**src/rtl/pio_pkg.sv**
```systemverilog
package pio_pkg;

  localparam int ADDR_W = 2;

  typedef enum logic [ADDR_W-1:0] {
    REG_DRV   = 2'd0,
    REG_MODE  = 2'd1,
    REG_PINS  = 2'd2,
    REG_SPARE = 2'd3
  } pio_reg_e;

  // Returns {oe, out} for one pin.
  function automatic logic [1:0] pin_drive(input logic dir_in, input logic lat,
                                           input logic odrain);
    logic [1:0] r;
    if (dir_in)      r = 2'b00;
    else if (odrain) r = {~lat, 1'b0};
    else             r = {1'b1, lat};
    return r;
  endfunction

endpackage

```
**src/rtl/pio_cfg_regs.sv**
```systemverilog
module pio_cfg_regs
  import pio_pkg::*;
#(
  parameter int N = 4
) (
  input  logic           clk,
  input  logic           rst,
  input  logic [2*N-1:0] dflt_drv,
  input  logic [2*N-1:0] dflt_mode,
  input  logic           wr_en,
  input  pio_reg_e       wr_addr,
  input  logic [2*N-1:0] wr_data,
  output logic [N-1:0]   lat,
  output logic [N-1:0]   dir,
  output logic [N-1:0]   inv,
  output logic [N-1:0]   od
);

  always_ff @(posedge clk) begin
    if (rst) begin
      lat <= dflt_drv[N-1:0];
      dir <= dflt_drv[2*N-1:N];
      inv <= dflt_mode[N-1:0];
      od  <= dflt_mode[2*N-1:N];
    end else if (wr_en) begin
      case (wr_addr)
        REG_DRV: begin
          lat <= wr_data[N-1:0];
          dir <= wr_data[2*N-1:N];
        end
        REG_MODE: begin
          inv <= wr_data[N-1:0];
          od  <= wr_data[2*N-1:N];
        end
        default: ;
      endcase
    end
  end

endmodule

```
**src/rtl/pio_in_sync.sv**
```systemverilog
module pio_in_sync #(
  parameter int N      = 4,
  parameter int STAGES = 2
) (
  input  logic         clk,
  input  logic         rst,
  input  logic [N-1:0] pad_in,
  output logic [N-1:0] pad_sync
);

  logic [N-1:0] chain [STAGES];

  generate
    for (genvar s = 0; s < STAGES; s++) begin : g_stage
      always_ff @(posedge clk) begin
        if (rst)         chain[s] <= '0;
        else if (s == 0) chain[s] <= pad_in;
        else             chain[s] <= chain[(s == 0) ? 0 : s-1];
      end
    end
  endgenerate

  assign pad_sync = chain[STAGES-1];

endmodule

```
**src/rtl/pio_pad_drive.sv**
```systemverilog
module pio_pad_drive
  import pio_pkg::*;
#(
  parameter int N = 4
) (
  input  logic           clk,
  input  logic           rst,
  input  logic [2*N-1:0] dflt_drv,
  input  logic [2*N-1:0] dflt_mode,
  input  logic [N-1:0]   lat,
  input  logic [N-1:0]   dir,
  input  logic [N-1:0]   od,
  output logic [N-1:0]   pad_out,
  output logic [N-1:0]   pad_oe
);

  generate
    for (genvar i = 0; i < N; i++) begin : g_pin
      logic [1:0] run_d, rst_d;
      assign run_d = pin_drive(dir[i], lat[i], od[i]);
      assign rst_d = pin_drive(dflt_drv[N+i], dflt_drv[i], dflt_mode[N+i]);
      always_ff @(posedge clk) begin
        if (rst) {pad_oe[i], pad_out[i]} <= rst_d;
        else     {pad_oe[i], pad_out[i]} <= run_d;
      end
    end
  endgenerate

endmodule

```
**src/rtl/pio_quad_ctrl.sv**
```systemverilog
module pio_quad_ctrl
  import pio_pkg::*;
#(
  parameter int NUM_PINS    = 4,
  parameter int SYNC_STAGES = 2
) (
  input  logic                  clk,
  input  logic                  rst,
  input  logic [2*NUM_PINS-1:0] dflt_drv,
  input  logic [2*NUM_PINS-1:0] dflt_mode,
  input  logic                  wr_en,
  input  logic [ADDR_W-1:0]     addr,
  input  logic [2*NUM_PINS-1:0] wr_data,
  output logic [2*NUM_PINS-1:0] rd_data,
  input  logic [NUM_PINS-1:0]   pad_in,
  output logic [NUM_PINS-1:0]   pad_out,
  output logic [NUM_PINS-1:0]   pad_oe
);

  localparam int DW = 2 * NUM_PINS;

  pio_reg_e            reg_sel;
  logic [NUM_PINS-1:0] cfg_lat, cfg_dir, cfg_inv, cfg_od;
  logic [NUM_PINS-1:0] pad_sync;

  assign reg_sel = pio_reg_e'(addr);

  pio_cfg_regs #(.N(NUM_PINS)) u_cfg (
    .clk(clk), .rst(rst), .dflt_drv(dflt_drv), .dflt_mode(dflt_mode),
    .wr_en(wr_en), .wr_addr(reg_sel), .wr_data(wr_data),
    .lat(cfg_lat), .dir(cfg_dir), .inv(cfg_inv), .od(cfg_od)
  );

  pio_in_sync #(.N(NUM_PINS), .STAGES(SYNC_STAGES)) u_sync (
    .clk(clk), .rst(rst), .pad_in(pad_in), .pad_sync(pad_sync)
  );

  pio_pad_drive #(.N(NUM_PINS)) u_drive (
    .clk(clk), .rst(rst), .dflt_drv(dflt_drv), .dflt_mode(dflt_mode),
    .lat(cfg_lat), .dir(cfg_dir), .od(cfg_od),
    .pad_out(pad_out), .pad_oe(pad_oe)
  );

  always_ff @(posedge clk) begin
    if (rst) begin
      rd_data <= '0;
    end else begin
      case (reg_sel)
        REG_DRV:  rd_data <= {cfg_dir, cfg_lat};
        REG_MODE: rd_data <= {cfg_od, cfg_inv};
        REG_PINS: rd_data <= {{(DW-NUM_PINS){1'b0}}, pad_sync ^ cfg_inv};
        default:  rd_data <= '0;
      endcase
    end
  end

endmodule

```
**config.mk**
```make
export PLATFORM = sky130hd
export DESIGN_NAME = pio_quad_ctrl
export DESIGN_NICKNAME = d
export VERILOG_FILES = /design/src/rtl/pio_pkg.sv /design/src/rtl/pio_cfg_regs.sv /design/src/rtl/pio_in_sync.sv /design/src/rtl/pio_pad_drive.sv /design/src/rtl/pio_quad_ctrl.sv
export SDC_FILE = /design/constraint.sdc
export NUM_CORES = 1
export LEC_CHECK = 0
export BUFFER_PORTS_ARGS = -buffer_cell sky130_fd_sc_hd__buf_2
export CELL_PAD_IN_SITES_DETAIL_PLACEMENT = 2
export CELL_PAD_IN_SITES_GLOBAL_PLACEMENT = 2
export CORE_ASPECT_RATIO = 0.7
export CORE_MARGIN = 5
export CORE_UTILIZATION = 33
export DETAILED_ROUTE_END_ITERATION = 7
export PLACE_DENSITY_LB_ADDON = 0.08
export REMOVE_ABC_BUFFERS = 1
export SETUP_SLACK_MARGIN = 0.5
export SLEW_MARGIN = 0
export SYNTH_ARGS = -nofsm -noshare
export SYNTH_HDL_FRONTEND = slang
export SYNTH_SLANG_ARGS = --single-unit
export TNS_END_PERCENT = 1
```
**constraint.sdc**
```tcl
create_clock -name clk -period 2.1 [get_ports clk]
set_input_delay 0 -clock clk [delete_from_list [all_inputs] [get_ports clk]]
set_output_delay 0 -clock clk [all_outputs]
set_load 0.1 [all_outputs]
```
==> out/results.txt, run 1 <==
Clk buf depth: 2
Clock latency on the worst-skew pair: 0.28 ns
Peak supply drop: 0.270 mV
Resized Gates After CTS: 0
Overall Global Routing Usage: 13.8%
Hold Vio Cnt, Final: 0
CTS Sinks: 40
Synth Area in Simple Gates: 22.1%
Most used DFF post-synth: dfxtp_1
Chip height: 69.2 µm
Die W: 94.6 µm
Final setup viols: 0
Worst path max stage delay: 0.42 ns
Syn Std Cell Area: 1650 µm²
Flops & latches, synth: 40
IO buf count: 48
WL/cell: 15.5 µm
Tmin final: 1.03 ns
Total Nets Final: 240
CP max stage cell: buf_2
Grt total ovfl: 0
Hpwl dp: 3.13 mm
Pwr dens: 883 nW/µm²
Main area contributors after synthesis: dfxtp_1 29%, edfxtp_1 29%, nand2_1 7.3%
DRT antenna net count: 0
CP delay by family, top: buffers and inverters
Asr flop ratio synth: 0%
Max Slew Vio Count: 0
Vias in the first global route: 1431
Most common cell in the netlist: nand2_1
Endpoint class of the critical path: primary output
Number of synthesized flops with an enable pin: 16
Residual DRC: 0
Antenna cells: 0
MaxCap Viol Count: 0
CP Depth: 1
Initial DRC count: 37
Mux share of post-synthesis cell area: 2.42%
CP Data Required Time: 2.10 ns
Worst setup path end: rd_data[3]
Synth Area in Adders: 0%
Tot Pwr: 1.87 mW
RR Startpoint: u_cfg.lat[3]$_DFFE_PP_
Status: completed
Critical path startpoint: rd_data[3]$_SDFF_PP0_
DIE AREA: 6540 µm²
Post-synth top area cell: dfxtp_1
Post-synthesis sequential area ratio: 58.2%
CP Cell Sequence: buf_2
Final Wtd Congestion: 0.696
Core area: 4810 µm²
Detailed Route WL: 4.28 mm
Number of H-tree levels: 2
Setup crit start kind: flop
Final Skew: 0.00386 ns
Xor/xnor cell area share of the yosys netlist: 2.12%
FMAX: 971 MHz
Initial DRT Pass Iterations: 6
Critical path arrival: 1.03 ns
Row count: 21
Crit path max fanout: 1
Worst slew margin: 58.9%
Synth top area share: 29.1%
Syn_area_per_cell: 11.0 µm²
Ports: 49
CTS root buf: clkbuf_8
Post-Syn Instances: 150
Fin Setup TNS: 0 ns
Setup CP Type: reg2out
Lkg Pwr: 0.986 nW
TritonCTS clock tree: done
Hold path cells: 2
Clock buffer count from CTS: 5
First-pass GRT wire length: 6.96 mm
Worst reg2reg path depth: 2
RSZ-0062 raised after global routing: no
Largest net degree at the start of global routing: 61
Reg clk slew, reported paths: 0.08 ns
Synth cell types: 26
DR vias: 1269
Fin crit share: 49.1%
R2r setup slk: 1.08 ns
Most common library cells after synthesis: 32 x nand2_1, 24 x dfxtp_1, 16 x edfxtp_1, 9 x nor2b_1, 8 x nand2b_1
Ys Warns: 0
Finished Core Util: 44.1%
Largest family of logic cells by synthesized area: simple AND/OR/NAND/NOR gates
Syn-to-layout area delta: 28.3%
Crit path buffers/inverters: 1
Via-to-Cell Ratio: 4.60
Initial antenna violation count: 0
Post-synthesis compound-gate area fraction: 10.7%
Worst Hold Class: in2reg
R2r endpoint: rd_data[3]$_SDFF_PP0_
Initial core utilization: 34.3%
Layout cells sized above 1: 30.0%
Worst slew pin tran: 0.615 ns
==> per-stage QoR <==
stage / hold WS (ns) / area (µm²) / std cells / setup slack [ns]
final: 0.0105 / 2120 / 276 / 1.07
after global routing: 0.00152 / 2120 / 276 / 1.02
after CTS: 0.00237 / 2120 / 276 / 1.05
after detailed placement: 0.228 / 1930 / 260 / 0.937
after global placement: 0.207 / 1930 / 260 / 0.956
after floorplan: 0.0716 / 1590 / 142 / 1.14
==> placed cells by master, fill, tap and decap left out <==
cell           Yosys  routed
a21oi_1            4       4
nor3_1             4       4
nor3b_1            1       1
buf_12             0       1
and4bb_1           1       1
a31o_2             3       3
dfxtp_1           24      24
nor4bb_1           3       3
edfxtp_1          16      16
inv_1              2       2
xor2_1             4       4
nor4b_1            1       1
nor2_1             7       7
and2b_4            2       2
dlygate4sd3_1      0       9
and2b_1            1       1
a32o_1             3       3
nand2b_1           8       8
nor2_2             1       1
nand2_1           32      32
a221o_1            4       4
buf_2              2      48
a211oi_1           4       4
a21o_1             4       4
nor2b_1            9       9
mux2i_1            4       4
clkbuf_8           0       7
==> layer usage <==
| layer | wire length [µm] | vias up | share of wire [%] | GRT usage, % |
|---|---|---|---|---|
| met5 | 0 | - | 0 | 0 |
| met2 | 2150 | 35 | 50 | 23.5 |
| met1 | 1870 | 599 | 44 | 16.3 |
| met3 | 218 | 4 | 5.1 | 4.88 |
| li1 | - | 631 | - | - |
| met4 | 49 | 0 | 1.1 | 4.00 |
==> logic make-up (layout without fill, tap and decap cells) <==
group | Yosys count | in the layout
buf+inv | 10 | 67
xor+xnor | 4 | 4
simple gates | 70 | 70
mux | 4 | 4
flops | 40 | 40
compound gates | 22 | 22
==> worst min-delay path by stage <==
stage / from / endpoint / slack, ns
after detailed placement: pad_in[3] / u_sync.chain[0][3]$_SDFF_PP0_ / 0.23
after CTS: dflt_drv[1] / u_drive.pad_out[1]$_DFF_P_ / 0.002
after global routing: dflt_drv[3] / u_drive.pad_out[3]$_DFF_P_ / 0.002
after floorplan: rst / u_sync.chain[0][0]$_SDFF_PP0_ / 0.07
after global placement: pad_in[2] / u_sync.chain[0][2]$_SDFF_PP0_ / 0.21
final: dflt_drv[3] / u_drive.pad_out[3]$_DFF_P_ / 0.01
==> timing repair <==
| item | CTS | global route |
|---|---|---|
| setup buffers | 0 | 0 |
| hold endpoints to repair | 9 | 0 |
| hold buffers | 9 | 0 |
==> registers in the layout (all words and copies together), names as in the netlist <==
signal / cells
u_sync.chain: 8
u_cfg.od: 4
u_drive.pad_out: 4
rd_data: 8
u_cfg.dir: 4
u_cfg.inv: 4
u_cfg.lat: 4
u_drive.pad_oe: 4
==> power by group <==
group          switching (mW)  internal, mW  total [mW]
clock network           0.252         0.293       0.545
registers              0.0332         0.883       0.916
logic                   0.297         0.114       0.411
==> layout make-up <==
type                    count  area, µm²
fillers                   530       2690
clock buffers               7       96.3
repair buffers             58        350
well taps                  69       86.3
multi-input cells         100        617
inverters                   2       7.51
flip-flops and latches     40        961
Power figures use the tool's default switching activity.
==> run 2, diff against run 1 <==
--- a/config.mk
+++ b/config.mk
@@ -10,7 +10,7 @@
 export CELL_PAD_IN_SITES_GLOBAL_PLACEMENT = 2
 export CORE_ASPECT_RATIO = 0.7
 export CORE_MARGIN = 5
-export CORE_UTILIZATION = 33
+export CORE_UTILIZATION = 28
 export DETAILED_ROUTE_END_ITERATION = 7
 export PLACE_DENSITY_LB_ADDON = 0.08
 export REMOVE_ABC_BUFFERS = 1
==> constraint.sdc (replaced) <==
create_clock -name clk -period 0.9 [get_ports clk]
set_input_delay 0 -clock clk [delete_from_list [all_inputs] [get_ports clk]]
set_output_delay 0 -clock clk [all_outputs]
set_load 0.1 [all_outputs]
==> out/results.txt, run 2 (synthesis results as in run 1) <==
CP Data Required Time: 1.08 ns (-1.02 ns)
Detailed Route WL: 4.86 mm (+13%)
TritonCTS clock tree: done
FMAX: 988 MHz
Vias in the first global route: 1522 (+6.4%)
Setup crit start kind: flop
Hpwl dp: 3.64 mm (+16%)
Clk buf depth: 2 (unchanged)
WL/cell: 16.9 µm (+9.1%)
Tmin final: 1.01 ns
Finished Cell Area: 2560 µm² (+21%)
Largest regs: rd_data (8), u_sync.chain (8)
Final worst slack: -0.112 ns (-1.18 ns)
DIE AREA: 7560 µm² (+16%)
Max Slew Vio Count: 0 (unchanged)
Antenna cells: 0 (unchanged)
Via-to-Cell Ratio: 4.62 (+0.49%)
Reg clk slew, reported paths: 0.08 ns (about the same)
Cell-internal power: 3.30 mW (+160%)
Fin Setup TNS: -0.451 ns (-0.451 ns)
Hold Vio Cnt, Final: 8 (+8)
Part of the power in the clock network: 27.6% (-1.5 points)
Peak supply drop: 0.835 mV (+210%)
Layout cells sized above 1: 49.5% (+20 points)
Residual DRC: 0 (unchanged)
Crit path max fanout: 2 (+1)
Largest net degree at the start of global routing: 16 (-74%)
DRT antenna net count: 0 (unchanged)
Fin crit share: 112%
Grt total ovfl: 0 (unchanged)
Clock latency on the worst-skew pair: 0.29 ns (about the same)
Failing checks: negative hold slack, negative setup slack
CTS root buf: clkbuf_8
Endpoint class of the critical path: flop
Pwr dens: 1870 nW/µm² (+110%)
Combinational cell fraction of total power: 26.4% (+4.5 points)
Total Nets Final: 244 (+1.7%)
Worst hold slack: -0.0939 ns (-0.104 ns)
Pre-CTS setup slack: -0.109 ns (-1.05 ns)
Lkg Pwr: 1.15 nW (+16%)
Switch share: 31.1% (-0.041 points)
Overall Global Routing Usage: 13.5% (-0.32 points)
Number of H-tree levels: 2 (unchanged)
Worst slew margin: 83.4% (+25 points)
Psw: 1.49 mW (+160%)
Placed inst area: 2270 µm² (+17%)
Commonest non-fill, non-tap cell in the layout: buf_2
DR vias: 1326 (+4.5%)
Worst slew pin tran: 0.245 ns (-0.370 ns)
Critical path arrival: 1.19 ns (+0.16 ns)
Most frequent cells in the layout: 29 x buf_2, 28 x nand2_1, 19 x buf_12, 16 x edfxtp_1, 13 x dfxtp_1
Final setup viols: 8 (+8)
Row count: 23 (+9.5%)
Worst Hold Class: in2reg
Initial core utilization: 28.8% (-5.5 points)
Setup CP Type: reg2reg
Clock buffer count from CTS: 5 (unchanged)
CTS Sinks: 40 (unchanged)
Die W: 102 µm (+7.7%)
Initial DRT Pass Iterations: 4 (-2)
RSZ-0062 raised after global routing: yes
Final Skew: 0.00738 ns (+0.00352 ns)
First-pass GRT wire length: 7.67 mm (+10%)
Syn-to-layout area delta: 55.1%
Initial antenna violation count: 0 (unchanged)
Chip height: 74.3 µm (+7.3%)
Ports: 49 (unchanged)
Initial DRC count: 17 (-54%)
Final Wtd Congestion: 0.705 (+1.3%)
MaxCap Viol Count: 0 (unchanged)
Sequential cell fraction of total power: 46.0% (-3.0 points)
IO buf count: 48 (unchanged)
Core area: 5730 µm² (+19%)
Status: complete, but fails checks
==> run 2: changes by cell type in the layout (fill, tap and decap cells not counted), sizes merged <==
cell | previous run | this run
buf | 49 | 62
clkbuf | 7 | 8
dlygate4sd3 | 9 | 0
==> run 2: final timing paths <==
check / start / end / slack [ns] / cells past startpoint
setup reg to reg: u_cfg.lat[2]$_DFFE_PP_ / rd_data[2]$_SDFF_PP0_ / -0.11 / 2
hold / removal: addr[1] / rd_data[6]$_SDFF_PP0_ / -0.09 / 2
setup / recovery: u_cfg.lat[2]$_DFFE_PP_ / rd_data[2]$_SDFF_PP0_ / -0.11 / 2
hold reg to reg: u_sync.chain[0][2]$_SDFF_PP0_ / u_sync.chain[1][2]$_SDFF_PP0_ / 0.45 / 1
==> run 2: per-stage QoR <==
stage	instances	total power [mW]	util, %
finish	287	4.79	44.7
global route	287	4.98	44.7
CTS	287	4.80	43.6
detailed placement	278	3.40	39.6
global placement	278	3.35	39.6
floorplan	142	2.82	-
==> run 2: timing repair <==
item / CTS / global route
endpoints found under the hold margin: 10 / 7
endpoints found under the setup margin: 68 / 65
gates resized for setup: 31 / 20
buffers inserted: 1 / 0
pin swaps: 11 / 12
==> run 2: critical path, cell delays in order (launching register included) <==
cell and delay (ns):
edfxtp_1 0.42, and2b_4 0.19, a221o_1 0.30
==> run 2: layout make-up <==
type                    count  area, µm²
fillers                   611       3170
flip-flops and latches     40        975
multi-input cells         100        733
repair buffers             62        649
clock buffers               8        100
well taps                  75       93.8
inverters                   2       10.0
==> run 2: per-layer routing <==
metal  global-route usage [%]  vias to the layer above  routed length, µm
li1                         -                      645                  -
met1                     15.4                      653               2020
met2                     25.1                       24               2610
met3                     3.37                        4                172
met4                     3.98                        0                 47
met5                        0                        -                  0
==> run 2: power groups by stage <==
stage                     Sequential [mW]  Combinational [mW]  Clock (mW)
after floorplan                      2.60               0.221           0
after global placement               2.21                1.14           0
after detailed placement             2.23                1.17           0
after CTS                            2.20                1.24        1.36
after global routing                 2.22                1.33        1.44
final                                2.20                1.26        1.32
==> run 3, diff against run 2 <==
--- a/config.mk
+++ b/config.mk
@@ -8,10 +8,11 @@
 export BUFFER_PORTS_ARGS = -buffer_cell sky130_fd_sc_hd__buf_2
 export CELL_PAD_IN_SITES_DETAIL_PLACEMENT = 2
 export CELL_PAD_IN_SITES_GLOBAL_PLACEMENT = 2
-export CORE_ASPECT_RATIO = 0.7
+export CORE_ASPECT_RATIO = 1.4
 export CORE_MARGIN = 5
-export CORE_UTILIZATION = 28
+export CORE_UTILIZATION = 33
 export DETAILED_ROUTE_END_ITERATION = 7
+export GPL_ROUTABILITY_DRIVEN = 0
 export PLACE_DENSITY_LB_ADDON = 0.08
 export REMOVE_ABC_BUFFERS = 1
 export SETUP_SLACK_MARGIN = 0.5
==> constraint.sdc (replaced) <==
create_clock -name clk -period 1.2 [get_ports clk]
set_input_delay 0 -clock clk [delete_from_list [all_inputs] [get_ports clk]]
set_output_delay 0 -clock clk [all_outputs]
set_load 0.1 [all_outputs]
==> out/results.txt, run 3 (synthesis results as in run 1) <==
Status: complete, but fails checks
Failing checks: negative hold slack
Clk buf depth: 2 (unchanged)
Met1 global-route usage: 14.1% (-1.3 points)
Fin crit share: 83.5% (-29 points)
RR Startpoint: u_cfg.inv[3]$_DFFE_PP_
Layout cells sized above 1: 31.6% (-18 points)
IO buf count: 48 (unchanged)
Total Nets Final: 241 (-1.2%)
Peak supply drop: 0.673 mV (-19%)
Clock latency on the worst-skew pair: 0.29 ns (about the same)
Tmin final: 1.00 ns (-0.0104 ns)
CP Data Required Time: 1.39 ns (+0.31 ns)
Final Skew: 0.00245 ns (-0.00494 ns)
Hpwl dp: 3.20 mm (-12%)
WL/cell: 16.2 µm (-4.5%)
Initial DRT Pass Iterations: 4 (unchanged)
Pre-CTS setup slack: 0.0762 ns (+0.185 ns)
Max Slew Vio Count: 0 (unchanged)
Worst slew pin tran: 0.616 ns (+0.370 ns)
Syn-to-layout area delta: 31.0%
Filler cells: 505 (-17%)
Vias in the first global route: 1463 (-3.9%)
Critical path arrival: 1.19 ns (about the same)
Tot Pwr: 3.44 mW (-28%)
Via-to-Cell Ratio: 4.81 (+4.1%)
Pwr dens: 1590 nW/µm² (-15%)
DRT antenna net count: 0 (unchanged)
Setup crit start kind: flop
CTS Sinks: 40 (unchanged)
DR vias: 1313 (-0.98%)
Met2 Resource Use GR: 25.9% (+0.80 points)
RSZ-0062 raised after global routing: yes
CTS root buf: clkbuf_8
Core area: 4840 µm² (-15%)
Grt total ovfl: 0 (unchanged)
Residual DRC: 0 (unchanged)
Ports: 49 (unchanged)
GR peak layer: met2
Final worst slack: 0.198 ns (+0.310 ns)
DIE AREA: 6540 µm² (-13%)
Initial DRC count: 20 (+3)
Largest net degree at the start of global routing: 28 (+12)
FMAX: 998 MHz (+1.0%)
Critical path startpoint: u_cfg.inv[3]$_DFFE_PP_
Initial core utilization: 34.1% (+5.3 points)
Worst Hold Class: in2reg
Lkg Pwr: 1.00 nW (-13%)
Die W: 69.8 µm (-31%)
Reg clk slew, reported paths: 0.08 ns (about the same)
Row count: 30 (+30%)
Setup CP Type: reg2reg
Crit path max fanout: 2 (unchanged)
Endpoint class of the critical path: flop
Most frequent cells in the layout: 32 x nand2_1, 32 x buf_2, 24 x dfxtp_1, 20 x buf_4, 16 x edfxtp_1
Hold Vio Cnt, Final: 8 (unchanged)
Hold_buf cts: 6
Number of H-tree levels: 2 (unchanged)
Detailed Route WL: 4.41 mm (-9.2%)
Hold Startpoint: dflt_mode[2]
Worst hold slack: -0.00684 ns (+0.0871 ns)
TritonCTS clock tree: done
Fin Setup TNS: 0 ns (+0.451 ns)
Antenna cells: 0 (unchanged)
Met3 Track Usage GR: 3.32% (-0.055 points)
Worst slew margin: 58.9% (-25 points)
Initial antenna violation count: 0 (unchanged)
Clock buffer count from CTS: 5 (unchanged)
Largest regs: rd_data (8), u_sync.chain (8)
First-pass GRT wire length: 7.01 mm (-8.5%)
Chip height: 93.7 µm (+26%)
Final setup viols: 0 (-8)
Overall Global Routing Usage: 13.9% (+0.36 points)
MaxCap Viol Count: 0 (unchanged)
==> run 3: changes by cell type in the layout (fill, tap and decap cells not counted), sizes merged <==
| cell | change |
|---|---|
| dlygate4sd3 | +6 |
| bufinv | +1 |
| clkbuf | -2 |
| clkinv | +1 |
| buf | -9 |
==> run 3: worst max-delay path, stage by stage (launching register included) <==
cell	delay, ns
edfxtp_1	0.42
xor2_1	0.17
a221o_1	0.31
==> run 3: worst paths after layout <==
| kind | endpoint | slack [ns] | cells after the start |
|---|---|---|---|
| worst max-delay path | rd_data[3]$_SDFF_PP0_ | 0.20 | 2 |
| worst min-delay path | u_cfg.inv[2]$_DFFE_PP_ | -0.007 | 3 |
| worst max register to register | rd_data[3]$_SDFF_PP0_ | 0.20 | 2 |
| worst min register to register | u_sync.chain[1][3]$_SDFF_PP0_ | 0.45 | 1 |
==> run 3: final cells by class <==
| class | instances | area (µm²) | area share (%) |
|---|---|---|---|
| Clock buffer | 6 | 72.6 | 3.35 |
| Clock inverter | 2 | 35.0 | 1.62 |
| Inverter | 2 | 7.51 | 0.347 |
| Multi-Input combinational cell | 100 | 617 | 28.5 |
| Sequential cell | 40 | 961 | 44.4 |
| Tap cell | 64 | 80.1 | 3.70 |
| Timing Repair Buffer | 59 | 390 | 18.0 |
==> run 3: metrics by stage <==
stage | cells | utilization (%) | instance area, µm²
3_3_place_gp | 258 | 40.2 | 1950
5_1_grt | 273 | 44.7 | 2160
4_1_cts | 273 | 44.7 | 2160
6_report | 273 | 44.7 | 2160
3_5_place_dp | 258 | 40.2 | 1950
2_1_floorplan | 142 | - | 1590
==> run 3: what timing repair did <==
action / 4_1_cts / 5_1_grt
buffers inserted: 1 / 0
setup endpoints to repair: 41 / 63
resized for setup: 16 / 0
endpoints found under the hold margin: 20 / 1
pin swaps: 3 / 0
==> run 3: power breakdown <==
group / switching [mW] / internal (mW)
logic: 0.518 / 0.230
clock network: 0.467 / 0.617
registers: 0.0641 / 1.54
==> run 3: routing by layer <==
metal	part of all wire [%]	vias up
met4	2.6	0
met2	54	34
met1	39	633
met5	0	-
li1	-	637
met3	4.6	9
